## src/rtl/dma_arb_pkg.sv

```systemverilog
package dma_arb_pkg;
  localparam int ARB_RW   = 4;
  localparam int ARB_RMAX = 10;
  localparam int ARB_CW   = ARB_RMAX + 2;

  function automatic logic [ARB_CW-1:0] burst_len(input logic [ARB_RW-1:0] r);
    logic [ARB_RW-1:0] rc;
    rc = (r > ARB_RW'(ARB_RMAX)) ? ARB_RW'(ARB_RMAX) : r;
    return ARB_CW'(1) << rc;
  endfunction
endpackage

```

## src/rtl/dma_arb_pick.sv

```systemverilog
module dma_arb_pick #(
  parameter int NCH = 8
) (
  input  logic [NCH-1:0] req,
  input  logic [NCH-1:0] urgent,
  output logic [NCH-1:0] win
);
  logic [NCH-1:0] urg_req;
  logic [NCH-1:0] pool;
  logic [NCH:0]   taken;

  assign urg_req  = req & urgent;
  assign pool     = (|urg_req) ? urg_req : req;
  assign taken[0] = 1'b0;

  for (genvar i = 0; i < NCH; i++) begin : g_chain
    assign win[i]     = pool[i] & ~taken[i];
    assign taken[i+1] = taken[i] | pool[i];
  end
endmodule

```

## src/rtl/dma_arb_burst.sv

```systemverilog
module dma_arb_burst
  import dma_arb_pkg::*;
(
  input  logic              clk,
  input  logic              rst_n,
  input  logic              restart,
  input  logic              xfer,
  input  logic [ARB_RW-1:0] rate,
  output logic              last
);
  logic [ARB_CW-1:0] cnt_q;

  assign last = xfer && ((cnt_q + ARB_CW'(1)) == burst_len(rate));

  always_ff @(posedge clk or negedge rst_n) begin
    if (!rst_n)       cnt_q <= '0;
    else if (restart) cnt_q <= '0;
    else if (xfer)    cnt_q <= cnt_q + ARB_CW'(1);
  end
endmodule

```

## src/rtl/dma_grp_arbiter.sv

```systemverilog
module dma_grp_arbiter
  import dma_arb_pkg::*;
#(
  parameter int NCH = 8
) (
  input  logic                  clk,
  input  logic                  rst_n,
  input  logic [NCH-1:0]        req_i,
  input  logic [NCH-1:0]        urgent_i,
  input  logic [NCH*ARB_RW-1:0] rate_i,
  input  logic                  xfer_done_i,
  input  logic                  cycle_end_i,
  output logic [NCH-1:0]        grant_o,
  output logic                  rearb_o
);
  logic [NCH-1:0]    grant_q;
  logic [NCH-1:0]    win_w;
  logic [ARB_RW-1:0] cur_rate_w;
  logic              busy_w;
  logic              burst_last_w;
  logic              release_w;
  logic              load_w;

  function automatic logic [ARB_RW-1:0] rate_of(input logic [NCH-1:0] g,
                                                input logic [NCH*ARB_RW-1:0] r);
    logic [ARB_RW-1:0] acc;
    acc = '0;
    for (int i = 0; i < NCH; i++)
      if (g[i]) acc = acc | r[i*ARB_RW +: ARB_RW];
    return acc;
  endfunction

  dma_arb_pick #(.NCH(NCH)) u_pick (
    .req    (req_i),
    .urgent (urgent_i),
    .win    (win_w)
  );

  assign busy_w     = |grant_q;
  assign cur_rate_w = rate_of(grant_q, rate_i);

  dma_arb_burst u_burst (
    .clk     (clk),
    .rst_n   (rst_n),
    .restart (load_w),
    .xfer    (xfer_done_i && busy_w),
    .rate    (cur_rate_w),
    .last    (burst_last_w)
  );

  assign release_w = busy_w && (cycle_end_i || burst_last_w);
  assign load_w    = !busy_w || release_w;

  always_ff @(posedge clk or negedge rst_n) begin
    if (!rst_n)      grant_q <= '0;
    else if (load_w) grant_q <= win_w;
  end

  assign grant_o = grant_q;
  assign rearb_o = release_w;
endmodule

```

## config.mk

```make
export PLATFORM = sky130hd
export DESIGN_NAME = dma_grp_arbiter
export DESIGN_NICKNAME = d
export VERILOG_FILES = /design/src/rtl/dma_arb_pkg.sv /design/src/rtl/dma_arb_pick.sv /design/src/rtl/dma_arb_burst.sv /design/src/rtl/dma_grp_arbiter.sv
export SDC_FILE = /design/constraint.sdc
export NUM_CORES = 1
export LEC_CHECK = 0
export BUFFER_PORTS_ARGS = -buffer_cell sky130_fd_sc_hd__buf_2
export CELL_PAD_IN_SITES_DETAIL_PLACEMENT = 1
export CELL_PAD_IN_SITES_GLOBAL_PLACEMENT = 1
export CORE_ASPECT_RATIO = 0.6
export CORE_MARGIN = 2
export CORE_UTILIZATION = 25
export CTS_CLUSTER_DIAMETER = 80
export CTS_CLUSTER_SIZE = 10
export DETAILED_ROUTE_END_ITERATION = 16
export PLACE_DENSITY = 0.66
export SLEW_MARGIN = 30
export SYNTH_ARGS = -nofsm -noshare
export SYNTH_HDL_FRONTEND = slang
export SYNTH_SLANG_ARGS = --single-unit
```

## constraint.sdc

```tcl
create_clock -name clk -period 4.3 [get_ports clk]
set_clock_uncertainty 0.15 [all_clocks]
set_input_delay 1.075 -clock clk [delete_from_list [all_inputs] [get_ports clk]]
set_output_delay 1.075 -clock clk [all_outputs]
set_load 0.02 [all_outputs]
```

# --- Yosys cells after proc, flatten, opt, wreduce, memory -nomap -nowiden ---
# Index checks and enable logic that the tools add are counted.
classes:
  muxes: 12
  eq_ne: 1
  add_sub_neg: 1
  magnitude_cmp: 1
  reduce_logical: 9
  n_shift: 1
  bitwise: 28
op_table:
  columns: ["op", "count"]
  rows:
  - ["$mux W4", 9]
  - ["$or A4 B4 Y4", 7]
  - ["$mux W12", 2]
  - ["$reduce_or A8 Y1", 2]
  - ["$add A12 B1 Y12 const B", 1]
  - ["$eq A12 B12 Y1", 1]
  - ["$shl A1 B4 Y12 const A", 1]
  - ["$and A8 B8 Y8", 1]
  - ["$mux W8", 1]
  - ["$and A1 B1 Y1", 7]
  - ["$not A1 Y1", 7]
  - ["$or A1 B1 Y1", 6]
  - ["$gt A4 B4 Y1 const B", 1]
  - ["$logic_and A1 B1 Y1", 3]
  - ["$logic_or A1 B1 Y1", 2]
  - ["$reduce_bool A2 Y1", 1]
  - ["$logic_not A1 Y1", 1]
totals:
  elab_cells: 55
  inputBits: 52
  out_inout_bits: 9
  ff_bits: 20

# --- Logic depth before layout (Yosys ltp) ---
logic_depth:
  word_depth: 24
  mapped_depth: 10
  depth_no_buf: 9

# --- Cells and area by module ---
# From an unflattened synthesis, not the netlist that was laid out.
unflattened:
  cells_unflattened: 214
  area_unflattened_um2: 1890.6
by_module_without_submodules:
  columns: ["mod", "instances", "cells_each", "area_each_um2", "seq_area_each_um2"]
  rows:
  - ["dma_arb_burst", 1, 135, 1153.6, 300.3]
  - ["dma_grp_arbiter", 1, 43, 471.7, 200.2]
  - ["dma_arb_pick", 1, 36, 265.3, 0.0]

# --- Worst setup path before layout ---
# OpenSTA, ideal clock, no wires.
synth_path:
  path_type: "in2out"
  from: "input port rate_i[14]"
  to: "output port rearb_o"
  t_arrival_ns: 3.184
  n_path_buf: 1
  slack_ns: -0.109
  required_ns: 3.075
  cell_stages: 7
  path_cell_list: "a22o_1 > or4_1 > clkbuf_1 > or4b_1 > a32oi_1 > a41oi_1 > nor2_1"
synth_via:
  elab_chain_cells: 17
synth_lines:
  columns: ["item", "line", "text"]
  rows:
  - ["from (decl)", "dma_grp_arbiter.sv:10", "input logic [NCH*ARB_RW-1:0] rate_i,"]
  - ["$or A4 B4 Y4 (*)", "dma_grp_arbiter.sv:29", "if (g[i]) acc = acc | r[i*ARB_RW +: ARB_RW];"]
  - ["$mux W4 (*)", "dma_grp_arbiter.sv:29", null]
  - ["$or A4 B4 Y4", "dma_grp_arbiter.sv:29", null]
  - ["$mux W4 (*)", "dma_grp_arbiter.sv:29", null]
  - ["$or A4 B4 Y4", "dma_grp_arbiter.sv:29", null]
  - ["$mux W4 (*)", "dma_grp_arbiter.sv:29", null]
  - ["$or A4 B4 Y4", "dma_grp_arbiter.sv:29", null]
  - ["$mux W4 (*)", "dma_grp_arbiter.sv:29", null]
  - ["$or A4 B4 Y4", "dma_grp_arbiter.sv:29", null]
  - ["$mux W4 (*)", "dma_grp_arbiter.sv:29", null]
  - ["$gt A4 B4 Y1", "dma_arb_pkg.sv:8", "rc = (r > ARB_RW'(ARB_RMAX)) ? ARB_RW'(ARB_RMAX) : r;"]
  - ["$mux W4 (*)", "dma_arb_pkg.sv:8", null]
  - ["$shl A1 B4 Y12 (*)", "dma_arb_pkg.sv:9", "return ARB_CW'(1) << rc;"]
  - ["$eq A12 B12 Y1 (*)", "dma_arb_burst.sv:13", "assign last = xfer && ((cnt_q + ARB_CW'(1)) == burst_len(rate));"]
  - ["$logic_and A1 B1 Y1 (*)", "dma_arb_burst.sv:13", null]
  - ["$logic_or A1 B1 Y1 (*)", "dma_grp_arbiter.sv:51", "assign release_w = busy_w && (cycle_end_i || burst_last_w);"]
  - ["$logic_and A1 B1 Y1 (*)", "dma_grp_arbiter.sv:51", null]
  - ["to (decl)", "dma_grp_arbiter.sv:14", "output logic rearb_o"]
# Mark *: on every way between the ends. The rest lies on a longest branch, timed or not.

# --- Worst setup path in the final report ---
layout_path:
  from: "input port rate_i[10]"
  to: "output port rearb_o"
layout_via:
  elab_chain_cells: 19
layout_lines:
  columns: ["item", "line"]
  rows:
  - ["$or A4 B4 Y4 (*)", "dma_grp_arbiter.sv:29"]
  - ["$mux W4 (*)", "dma_grp_arbiter.sv:29"]
  - ["$or A4 B4 Y4", "dma_grp_arbiter.sv:29"]
  - ["$mux W4 (*)", "dma_grp_arbiter.sv:29"]
  - ["$or A4 B4 Y4", "dma_grp_arbiter.sv:29"]
  - ["$mux W4 (*)", "dma_grp_arbiter.sv:29"]
  - ["$or A4 B4 Y4", "dma_grp_arbiter.sv:29"]
  - ["$mux W4 (*)", "dma_grp_arbiter.sv:29"]
  - ["[... 3 more ...]", null]
  - ["$mux W4 (*)", "dma_grp_arbiter.sv:29"]
  - ["$gt A4 B4 Y1", "dma_arb_pkg.sv:8"]
  - ["$mux W4 (*)", "dma_arb_pkg.sv:8"]
  - ["$shl A1 B4 Y12 (*)", "dma_arb_pkg.sv:9"]
  - ["$eq A12 B12 Y1 (*)", "dma_arb_burst.sv:13"]
  - ["$logic_and A1 B1 Y1 (*)", "dma_arb_burst.sv:13"]
  - ["$logic_or A1 B1 Y1 (*)", "dma_grp_arbiter.sv:51"]
  - ["$logic_and A1 B1 Y1 (*)", "dma_grp_arbiter.sv:51"]
# Marks and branches as above.

==> insert_results.sql <==
INSERT INTO impl_metrics (metric_group, metric, value, unit) VALUES
('clocking', 'cts.path.max_buffers', '2', ''),
('synth', 'synth.net_count', '248', ''),
('floorplanning', 'chipWidth', '109', 'um'),
('pwr', 'p_leak', '1.02', 'nW'),
('timing', 'rsz0062_at_grt', 'yes', ''),
('timing', 'max_clock_freq', '0.228', 'GHz'),
('clocking', 'clock_insertion_delay_worst_skew', '260', 'ps'),
('global_route', 'globalRouteTotalUtil', '18.4', '%'),
('floorplanning', 'top_level_ports', '61', ''),
('floorplanning', 'row_count', '22', ''),
('status', 'violations_in_the_final_reports', 'setup timing', ''),
('cells_and_area', 'layout.core_utilization', '36.9', '%'),
('pwr', 'design_power_total', '0.872', 'mW'),
('timing', 'fin_worst_hold_slack', '447', 'ps'),
('setup_path', 'crit_path_cell_trace', 'buf_6 > a22o_1 > or4_4 > or4b_4 > a32oi_2 > a41oi_2 > nor2_4 > buf_6', ''),
('floorplanning', 'core', '6250', 'um2'),
('global_route', 'grt-ovfl-total', '0', ''),
('synth', 'synth_top_flop_cell', 'dfrtp_1', ''),
('pwr', 'power.density', '379', 'nW/um2'),
('routing', 'wl_per_cell', '18.3', 'um'),
('synth', 'netlist_instances', '195', ''),
('pwr', 'irDropWorstVdd', '161', 'uV'),
('clocking', 'cts-htree-levels', '1', ''),
('cells_and_area', 'register_area', '500', 'um2'),
('clocking', 'clock_tree_from_tritoncts', 'yes', ''),
('global_route', 'antenna_found_initial', '0', ''),
('routing', 'drtIter0Drc', '137', ''),
('global_route', 'wire_length_of_the_first_global_routing_pass', '10.2', 'mm'),
('routing', 'wl', '6.49', 'mm'),
('synth', 'yosys_register_bits', '20', ''),
('floorplanning', 'chip_height', '67.0', 'um'),
('setup_path', 'crit_path_start_kind', 'primary input', ''),
('placement', 'place.gp.congestion', '0.826', ''),
('clocking', 'total_cts_buffers', '3', ''),
('timing', 'fin_crit_sh', '102', '%'),
('setup_path', 'cp_common_cell', 'buf_6', ''),
('timing', 'setup_slack', '-81.7', 'ps'),
('setup_path', 'r2r.worst_path.cells', '8', ''),
('cells_and_area', 'final_nets', '325', ''),
('cells_and_area', 'multiInputGateArea', '1130', 'um2'),
('cells_and_area', 'most_used_cells_in_the_layout_excluding_fill_and_tap_cells', 'buf_2, nor2_1, buf_4', ''),
('setup_path', 'critPathSlowestCell', 'or4_4', ''),
('synth', 'async_flop_share', '100', '%'),
('routing', 'drt_pre_antenna_iters', '4', ''),
('timing', 'setup_viol', '1', ''),
('clocking', 'cts.sinks', '20', ''),
('min_path', 'holdCritPathClass', 'reg2reg', ''),
('routing', 'detail_route.vias_per_cell', '5.37', ''),
('run', 'maxCapViolations', '0', ''),
('timing', 'max_slew.worst_pin.slew', '569', 'ps'),
('setup_path', 'crit_type', 'in2out', ''),
('placement', 'placed_cell_area', '2180', 'um2'),
('synth', 'yosysWarningCount', '0', ''),
('status', 'status', 'complete, but fails checks', ''),
('cells_and_area', 'final_common_cell', 'buf_2', ''),
('timing', 'period_needed', '4380', 'ps'),
('setup_path', 'endpoint_kind', 'output port', ''),
('global_route', 'grt_start_max_net_pins', '21', ''),
('routing', 'antenna_violating_nets_left', '0', ''),
('setup_path', 'timing.critical_path.slowest_cell_delay', '570', 'ps'),
('setup_path', 'cp_max_fo', '3', ''),
('synth', 'synth_cell_types', '43', ''),
('floorplanning', 'design.die.area', '7290', 'um2'),
('setup_path', 'critical-path-top-delay-family', 'simple AND/OR/NAND/NOR gates', ''),
('placement', 'placement.io_buffers', '60', ''),
('placement', 'dp_hpwl', '5.26', 'mm'),
('routing', 'via_count', '1905', ''),
('cells_and_area', 'antenna_diode_instance_count', '0', ''),
('floorplanning', 'starting_density', '26.4', '%'),
('clocking', 'clock-root-buffer', 'clkbuf_8', ''),
('cells_and_area', 'final_design_area_no_fill', '2300', 'um2');
[metrics by stage]
step                      std cells  TNS, ps
after global routing            355     -125
after CTS                       355    -94.6
after detailed placement        349     -230
final                           355    -81.7
after floorplan                 195        0
after global placement          349     -189
[sequential cells by signal, summed over array words and instances (netlist names)]
name           cells
grant_o            8
u_burst.cnt_q     12
[cell families after synthesis]
logic type / Yosys count / synth area share (%)
AND/OR/NAND/NOR: 83 / 27.2
multiplexers: 9 / 5.91
buffers and inverters: 14 / 3.64
XOR/XNOR: 17 / 9.02
adder cells (fa/ha/maj): 1 / 0.757
AO/OA/AOI/OAI: 51 / 23.2
flip-flops: 20 / 30.3
[worst min-delay path, delay by kind of cell, from the launching register on]
| kind | cells | cell delay, ps |
|---|---|---|
| DFF | 1 | 410 |
| buffers and inverters | 1 | 60 |
| AOI/OAI and AO/OA | 1 | 80 |
[power breakdown]
group | total (mW) | switching [mW] | leakage, nW | internal, mW
Clock | 0.193 | 0.0683 | 0.0357 | 0.124
Sequential | 0.227 | 0.0265 | 0.275 | 0.200
Combinational | 0.453 | 0.246 | 0.707 | 0.207
[layout make-up]
class,instances,share of cell area (%)
multi-input combinational,161,49.1
sequential,20,21.7
timing repair buffer,81,20.7
tap,84,4.56
clock buffer,3,1.79
clock inverter,1,1.30
inverter,5,0.814
[cell usage after synthesis (all sizes together) (3+ instances only)]
cell type / number / area, um2
a22oi: 16 / 120
o32ai: 4 / 35.0
a22o: 5 / 43.8
xnor2: 8 / 70.1
mux2: 6 / 67.6
and4: 7 / 61.3
xor2: 9 / 78.8
nand3: 9 / 45.0
or4: 4 / 30.0
o21ai: 9 / 45.0
clkbuf: 7 / 26.3
nor3: 7 / 35.0
a211oi: 3 / 22.5
nor4: 5 / 37.5
inv: 5 / 18.8
dfrtp: 20 / 500
nand2: 14 / 55.1
nand4: 9 / 56.3
mux2i: 3 / 30.0
nor2: 22 / 82.6
o21a: 3 / 22.5
[what timing repair did]
item	in CTS	in global routing
endpoints found under the hold margin	0	0
gates resized for setup	6	2
hold buffers	0	0
setup buffers	2	0
setup endpoints to repair	1	1
pin swaps	7	2
[path summary, 6_finish.rpt]
kind / startpoint / to / slack (ps)
hold reg to reg: u_burst.cnt_q[8] / u_burst.cnt_q[8] / 450
min in group asynchronous: rst_n / grant_o[5] / 620
hold / removal: u_burst.cnt_q[8] / u_burst.cnt_q[8] / 450
setup reg to reg: grant_o[2] / grant_o[5] / 940
setup / recovery: rate_i[10] / rearb_o / -80
max in group asynchronous: rst_n / u_burst.cnt_q[11] / 3040
[metal layers]
metal  vias to the layer above  GRT usage [%]  wire length [um]
met2                        41           26.5              2660
met1                       950           28.8              3510
li1                        914              -                 -
met4                         0           1.92                 0
met3                         0           3.42               314
met5                         -              0                 0
(Power assumes the default switching activity.)
